==> config.mk <==
export PLATFORM = sky130hd
export DESIGN_NAME = fsk2_tone_enc
export DESIGN_NICKNAME = d
export VERILOG_FILES = /design/src/rtl/fsk2_tone_enc.sv
export SDC_FILE = /design/constraint.sdc
export NUM_CORES = 1
export LEC_CHECK = 0
export CAP_MARGIN = 30
export CORE_MARGIN = 5
export CORE_UTILIZATION = 45
export CTS_CLUSTER_SIZE = 30
export DETAILED_ROUTE_END_ITERATION = 10
export DONT_BUFFER_PORTS = 1
export GPL_ROUTABILITY_DRIVEN = 0
export PLACE_DENSITY = 0.64
export SETUP_SLACK_MARGIN = 0.2
export SYNTH_ARGS = -nofsm -noshare
export SYNTH_HDL_FRONTEND = slang
export SYNTH_SLANG_ARGS = --single-unit
==> constraint.sdc <==
create_clock -name clk -period 1.55 [get_ports clk]
set_clock_uncertainty 0.1 [all_clocks]
set_input_delay 0.31 -clock clk [delete_from_list [all_inputs] [get_ports clk]]
set_output_delay 0.31 -clock clk [all_outputs]
set_load 0.03 [all_outputs]
==> src/rtl/fsk2_tone_enc.sv <==
module fsk2_tone_enc #(
  parameter int BIT_CLKS  = 50,
  parameter int SWING     = 2,
  parameter int ONE_HALF  = 4,
  parameter int ZERO_HALF = 5
) (
  input  logic clk,
  input  logic rst_n,
  input  logic data_in,
  output logic bit_req,
  output logic mod_out
);
  localparam int LONG_CLKS  = BIT_CLKS + SWING;
  localparam int SHORT_CLKS = BIT_CLKS - SWING;
  localparam int CW = $clog2(LONG_CLKS + 1);
  localparam int MAX_HALF = (ONE_HALF > ZERO_HALF) ? ONE_HALF : ZERO_HALF;
  localparam int PW = $clog2(2 * MAX_HALF + 1);

  logic          started;
  logic          cur_bit;
  logic          cur_long;
  logic          long_nxt;
  logic [CW-1:0] cnt;
  logic [PW-1:0] ph;
  logic [CW-1:0] bit_len;
  logic [PW-1:0] half;
  logic          last;

  assign bit_len = !cur_bit  ? CW'(BIT_CLKS)
                 : cur_long  ? CW'(LONG_CLKS)
                 :             CW'(SHORT_CLKS);
  assign half    = cur_bit ? PW'(ONE_HALF) : PW'(ZERO_HALF);
  assign last    = (cnt == bit_len - CW'(1));
  assign bit_req = !started || last;
  assign mod_out = started && (ph < half);

  always_ff @(posedge clk or negedge rst_n) begin
    if (!rst_n) begin
      started  <= 1'b0;
      cur_bit  <= 1'b0;
      cur_long <= 1'b0;
      long_nxt <= 1'b0;
      cnt      <= '0;
      ph       <= '0;
    end else if (bit_req) begin
      started <= 1'b1;
      cur_bit <= data_in;
      cnt     <= '0;
      ph      <= '0;
      if (data_in) begin
        cur_long <= long_nxt;
        long_nxt <= ~long_nxt;
      end
    end else begin
      cnt <= cnt + CW'(1);
      ph  <= (ph == (half << 1) - PW'(1)) ? '0 : ph + PW'(1);
    end
  end
endmodule


# Word level (Yosys, flattened, before mapping)
# Index checks and enable logic that the tools add are counted.
# Widths: inputs -> output; s select.
# classes
n_reduce_logical	4
order_cmp	1
addsub	4
eq_ne	2
n_bitwise	1
muxes	6
# ops
op	count
$mux 4	2
$add 6x1->6 const B	1
$eq 6x6->1	1
$mux 3	2
$mux 6	1
$sub 5x2->6 const B	1
$add 4x1->4 const B	1
$eq 4x4->1	1
$lt 4x3->1	1
$sub 4x1->4 const B	1
$reduce_and 2->1	1
$logic_and 1x1->1	1
$logic_not 1->1	1
$logic_or 1x1->1	1
$mux 1	1
$not 1->1	1
# word_totals
wordCells	24
out_inout_bits	2
inputBits	3
ff_bits	14

# Depth between registers and ports, before layout
# Gate-level depths: netlist of run 1.
# depth
depth_word	6
mapped_depth	6

# Worst setup path after synthesis of run 1
# OpenSTA, ideal clock, no wires.
# synth_path
kind	register -> output
start	reg cur_bit
end	out mod_out
path_stages_with_launch	4
setup_slack_ns	-0.361
t_required_ns	1.140
t_arrival_ns	1.501
cell_sequence	dfrtp_1 -> buf_6 -> o31a_1 -> nor3b_1
# synth_between
elab_chain_cells	3
# synth_lines
item	line_no	source
start, declared	20	logic cur_bit;
start signal, assigned	47	cur_bit <= data_in;
$mux 1	32	assign half = cur_bit ? PW'(ONE_HALF) : PW'(ZERO_HALF);
$lt 4x3->1	35	assign mod_out = started && (ph < half);
$logic_and 1x1->1	35	
end, declared	11	output logic mod_out
# Every way passes these cells.

# Final worst setup path of run 1
# layout_path
start	reg cur_bit
end	reg long_nxt
# layout_between
elab_chain_cells	5
# layout_lines
item	line_no	source
$mux 3	29	assign bit_len = !cur_bit ? CW'(BIT_CLKS)
$sub 5x2->6	33	assign last = (cnt == bit_len - CW'(1));
$eq 6x6->1	33	
$logic_or 1x1->1	34	assign bit_req = !started || last;
$reduce_and 2->1 (no source line)	n/a	
end signal, assigned	52	long_nxt <= ~long_nxt;
end, declared	22	logic long_nxt;
# Every way passes these cells.
# A chain may end at the register's enable or synchronous reset.

==> impl_metrics.toml, run 1 <==
[hold_path]
holdPathStages = 1
whs_endpoint = "cur_long"
min-delay-start = "data_in"
min_path_type = "input pin to flop"

[pwr]
p_sw_mw = 0.217
power.leakage_nw = 0.501
power_density_nw_per_um2 = 797
pwr-share-comb_pct = 19.6
swShare_pct = 25.7
seqPwrFrac_pct = 49.1
internal_power_mw = 0.626
p_clk_share_pct = 31.4
irDropWorstVdd_mv = 0.620

[layout]
antenna_cells = 0
fin_util_pct = 68.7
area_growth_pct = 40.1
num-nets-final = 106
instances_no_fill = 116
layout-drive-gt1-share_pct = 35.0

[global_route]
grt_usage_pct = 14.3
grt_pass1_vias = 617
grt_overflow = 0
grt_pass1_wl_um = 2760
antenna_found_initial = 0
grt_max_degree = 15

[timing]
fin_crit_ns = 1.90
rsz0062_at_grt = "yes"
drv_slew = 0
max_slew_margin_pct = 57.8
max_freq_mhz = 526
setup_viol = 10
timing.hold.ws_ns = 0.0448
hold_viol = 0
worst_slack_ns = -0.350
tightest_slew_ns = 0.631
period_share_pct = 123

[synthesis]
ys_ff_latch = 14
ys_seq_area_share_pct = 46.4
ys_top_cells_by_count = "dfrtp_1, nor2_1, nand2_1, nand3_1"
synth-edff-count = 0
post-synth-top-count-cell = "dfrtp_1"
ys_types = 33
ys.flop_type = "dfrtp_1"
synth_largest_area_cell = "dfrtp_1"
synth_cells = 74
syn_area_um2 = 756
yosys_warnings = 0
async_flop_share_pct = 100
avgSynthCellArea_um2 = 10.2
synthTopCellsByArea = "dfrtp_1, nor2_1, xor2_1"
synth_top_cell_area_share_pct = 46.4
syn_nets = 79

[detailed_routing]
detail_route.wl_per_cell_um = 14.4
ant_nets = 0
drt_iter0_markers = 18
firstDrtPassIters = 4
vias = 607
drc = 0
drt-total-wl_um = 1680
via_per_inst = 5.23

[setup_path]
cp-end-kind = "flop"
critPathBufInv = 2
cp.required_ns = 1.67
reg2reg_setup_slack_ns = -0.35
cp_slowest_stage_delay_ns = 0.52
cp_top_family = "simple AND/OR/NAND/NOR gates"
cpMaxStageDelayCell = "or4b_4"
r2r_start = "cur_bit"
r2r_end = "long_nxt"
path_class = "flop to flop"
crit_arrival_ns = 2.02
reg2regPathDepth = 6
path_cells = "xor2_2 > or2_4 > buf_4 > buf_6 > or4b_4 > nand4_1"
cp_max_fo = 5
critPathLaunchType = "flop"

[outcome]
violations = "setup timing"
outcome = "complete, but fails checks"

[floorplanning]
die_h_um = 51.0
die-area_um2 = 2600
fp.dieW_um = 51.0
start_util_pct = 49.0
core_um2 = 1540
rows = 14
io_pins = 5

[clock_tree]
numCtsBuffers = 3
cts.htree.levels = 1
clk_path_buf_depth = 2
clock-sinks = 14
cts_tree = "built"
clkLatencyLatePin_ns = 0.28
path_clk_slew_ns = 0.09
clock-root-buffer = "clkbuf_4"

[placement]
dp_hpwl_um = 1050
dpl.cell_count = 102
dpl_worst_slack_ns = -0.0792
io_buffers = 0

[flow_run]
drv_cap = 0
how the worst max path moves through the flow:
stage / from / to / slack (ns) / cells past startpoint
after global placement: cur_bit / bit_req / -0.05 / 4
after floorplan: cur_bit / bit_req / -0.04 / 5
after global routing: cur_bit / bit_req / -0.42 / 4
final: cur_bit / long_nxt / -0.35 / 6
after CTS: cur_bit / bit_req / -0.31 / 4
after detailed placement: cur_bit / cur_bit / -0.08 / 4
worst register-to-register path, stage by stage, from the launching register on:
cell and delay, ns:
dfrtp_2 0.46, xor2_2 0.17, or2_4 0.25, buf_4 0.14, buf_6 0.10, or4b_4 0.52
nand4_1 0.09
layer usage:
layer	routed length [um]	part of all wire [%]	up-vias	GRT usage [%]
met2	834	50	7	21.7
met4	27	1.6	0	7.66
li1	-	-	309	-
met5	0	0	-	0
met3	64	3.8	4	4.65
met1	749	45	287	17.9
flip-flops by register name (all words and copies together), names as in the netlist:
| register | count |
|---|---|
| cnt | 6 |
| cur_bit | 1 |
| long_nxt | 1 |
| started | 1 |
| ph | 4 |
| cur_long | 1 |
placed cells by master, fill, tap and decap left out, drive strengths merged, types with 3 or more instances in the layout:
master  count
nand3       5
clkbuf      4
xor2        4
nand2       5
nor2        9
dfrtp      14
o21ai       3
nor3b       3
buf        22
area by class of cell:
class	instances	area [um2]
timing repair buffer	24	231
fill	123	483
multi-input combinational	56	412
sequential	14	352
clock buffer	4	36.3
tap	16	20.0
inverter	2	7.51
kinds of logic after synthesis:
kind of cell               Yosys count  share of synthesized area, %
and+or+nand+nor                     36                          26.7
DFF                                 14                          46.4
AOI/OAI and AO/OA                    8                          7.95
xor gates and xnor gates             6                          7.95
buffers and inverters                4                          3.15
muxes                                3                          4.14
adders and majority gates            2                          3.31
other                                1                         0.496
power groups by stage:
stage               clock network (mW)  logic [mW]  registers [mW]
floorplan                            0      0.0784           0.416
global placement                     0       0.114           0.417
detailed placement                   0       0.116           0.418
CTS                              0.271       0.155           0.412
global route                     0.302       0.183           0.418
finish                           0.265       0.165           0.414
metrics by stage:
stage,setup TNS (ns),area [um2],power (mW)
floorplan,-0.0504,777,0.494
finish,-2.33,1060,0.843
CTS,-1.81,1040,0.838
global route,-2.93,1060,0.903
detailed placement,-0.172,892,0.534
global placement,-0.0846,892,0.532
timing repair:
item / CTS / global route
hold buffers: 1 / 0
pin swaps: 3 / 1
setup buffers: 6 / 2
setup endpoints to repair: 14 / 14
cloned: 1 / 0
hold endpoints to repair: 14 / 0
gates resized for setup: 5 / 2
No activity file was read; power rests on OpenSTA's default activity.
==> run 2: changes to the inputs <==
--- a/config.mk
+++ b/config.mk
@@ -12,7 +12,6 @@
 export DETAILED_ROUTE_END_ITERATION = 10
 export DONT_BUFFER_PORTS = 1
 export GPL_ROUTABILITY_DRIVEN = 0
-export PLACE_DENSITY = 0.64
 export SETUP_SLACK_MARGIN = 0.2
 export SYNTH_ARGS = -nofsm -noshare
 export SYNTH_HDL_FRONTEND = slang
==> run 2 against run 1 <==
The flow still finishes with violations (setup timing). Non-clock buffer count is 4 lower. Clock power is 2% lower. Critical path depth down 2. Maximum frequency up 1.3%. Highest routed layer unchanged. Core utilization down 1.4 points. Largest power group unchanged. Final area is 2.0% lower. Sequential power down 1%.
==> impl_metrics.toml, run 2 (synthesized netlist as in run 1, its figures left out) <==
[hold_path]
holdPathStages = 1
min-delay-start = "data_in"
min_path_type = "input pin to flop"

[clock_tree]
cts.htree.levels = 1
clock-root-buffer = "clkbuf_4"
clock-sinks = 14
clk_path_buf_depth = 2
path_clk_slew_ns = 0.09
numCtsBuffers = 3
clkLatencyLatePin_ns = 0.28
cts_tree = "built"

[setup_path]
cp_slowest_stage_delay_ns = 0.45
r2r_start = "cur_bit"
cp.required_ns = 1.14
cpMaxStageDelayCell = "dfrtp_2"
path_class = "flop to output pin"
crit_arrival_ns = 1.47
cp-end-kind = "output pin"
critPathLaunchType = "flop"
reg2regPathDepth = 8
startpoint = "cur_bit"
cp_max_fo = 5
path_cells = "xor2_2 > or2_4 > o21ai_4 > buf_12"

[detailed_routing]
detail_route.wl_per_cell_um = 13.7
drt-total-wl_um = 1530
ant_nets = 0
via_per_inst = 5.39
firstDrtPassIters = 4
drc = 0
drt_iter0_markers = 10
vias = 604

[layout]
layout_common_cells = "buf_4, dfrtp_1, nor2_1"
largest_reg_flops = 6
area_growth_pct = 37.3
stdcell_area_um2 = 1040
multi_input_area_um2 = 420
filler_cell_count = 128
regMostFlops = "cnt"
reg.largest.list = "cnt: 6 flops, ph: 4 flops"
layout-drive-gt1-share_pct = 35.4
seq_area_um2 = 352
num-nets-final = 102
antenna_cells = 0
mostFrequentLayoutCell = "buf_4"

[global_route]
grt_pass1_vias = 625
antenna_found_initial = 0
grt_pass1_wl_um = 2740
grt_usage_pct = 14.3
grt_max_degree = 15
grt_overflow = 0

[timing]
fin_crit_ns = 1.88
drv_slew = 0
max_freq_mhz = 533
tightest_slew_ns = 0.643
setup_viol = 10
max_slew_margin_pct = 57.0
fin_tns_setup_ns = -2.26
period_share_pct = 121
worst_slack_ns = -0.327
hold_viol = 0
timing.hold.ws_ns = 0.0614
rsz0062_at_grt = "yes"

[pwr]
power.leakage_nw = 0.476
power_mw = 0.832
irDropWorstVdd_mv = 0.578
power_density_nw_per_um2 = 802

[floorplanning]
die_h_um = 51.0
core_um2 = 1540
rows = 14
io_pins = 5
fp.dieW_um = 51.0
start_util_pct = 49.0
die-area_um2 = 2600

[placement]
io_buffers = 0
dp_hpwl_um = 1020
dpl_cell_area_um2 = 885

[outcome]
outcome = "complete, but fails checks"
violations = "setup timing"

[flow_run]
drv_cap = 0
==> run 2: cell count changes in the layout (fill, tap and decap cells not counted), sizes merged <==
| cell | change |
|---|---|
| buf | -4 |
==> run 2: routing by layer <==
layer	GRT usage (%)	vias to the layer above	wire (um)
li1	-	302	-
met4	6.38	0	12
met5	0	-	0
met2	25.6	5	807
met3	3.78	2	41
met1	15.5	295	668
==> run 2: cell type report <==
cell class	count	share of cell area, %
repair buffers	20	19.4
flip-flops and latches	14	33.9
inverters	2	0.724
well taps	16	1.93
multi-input cells	56	40.5
clock buffers	4	3.50
==> run 2: power breakdown <==
part           internal (mW)  leakage [nW]  switching [mW]
Clock                  0.143        0.0210           0.118
Sequential             0.387         0.177          0.0227
Combinational         0.0919         0.278          0.0695
==> run 2: worst paths after layout <==
check | end | slack (ns)
max | bit_req | -0.33
min | cur_long | 0.06
max reg2reg | cnt[4] | -0.25
min reg2reg | cnt[0] | 0.44
max in group asynchronous | cur_bit | 0.51
min in group asynchronous | cnt[5] | 0.39
==> run 2: timing repair <==
item	CTS	global route
hold buffers	1	0
setup endpoints to repair	14	14
buffers inserted	4	1
resized for setup	6	4
pin swaps	3	2
endpoints found under the hold margin	14	0
gates cloned	1	0
==> run 2: stage by stage <==
stage | setup WS (ns) | utilization [%] | instances
after floorplan | -0.0392 | - | 74
after global placement | -0.0595 | 57.4 | 101
after detailed placement | -0.0943 | 57.4 | 101
after CTS | -0.353 | 66.1 | 111
after global routing | -0.409 | 67.3 | 112
final | -0.327 | 67.3 | 112
==> run 2: critical path, delay by kind of cell (launching register included) <==
family / cells / cell delay, ns
buf+inv: 1 / 0.16
flops: 1 / 0.45
compound gates: 1 / 0.17
xor+xnor: 1 / 0.16
simple gates: 1 / 0.25
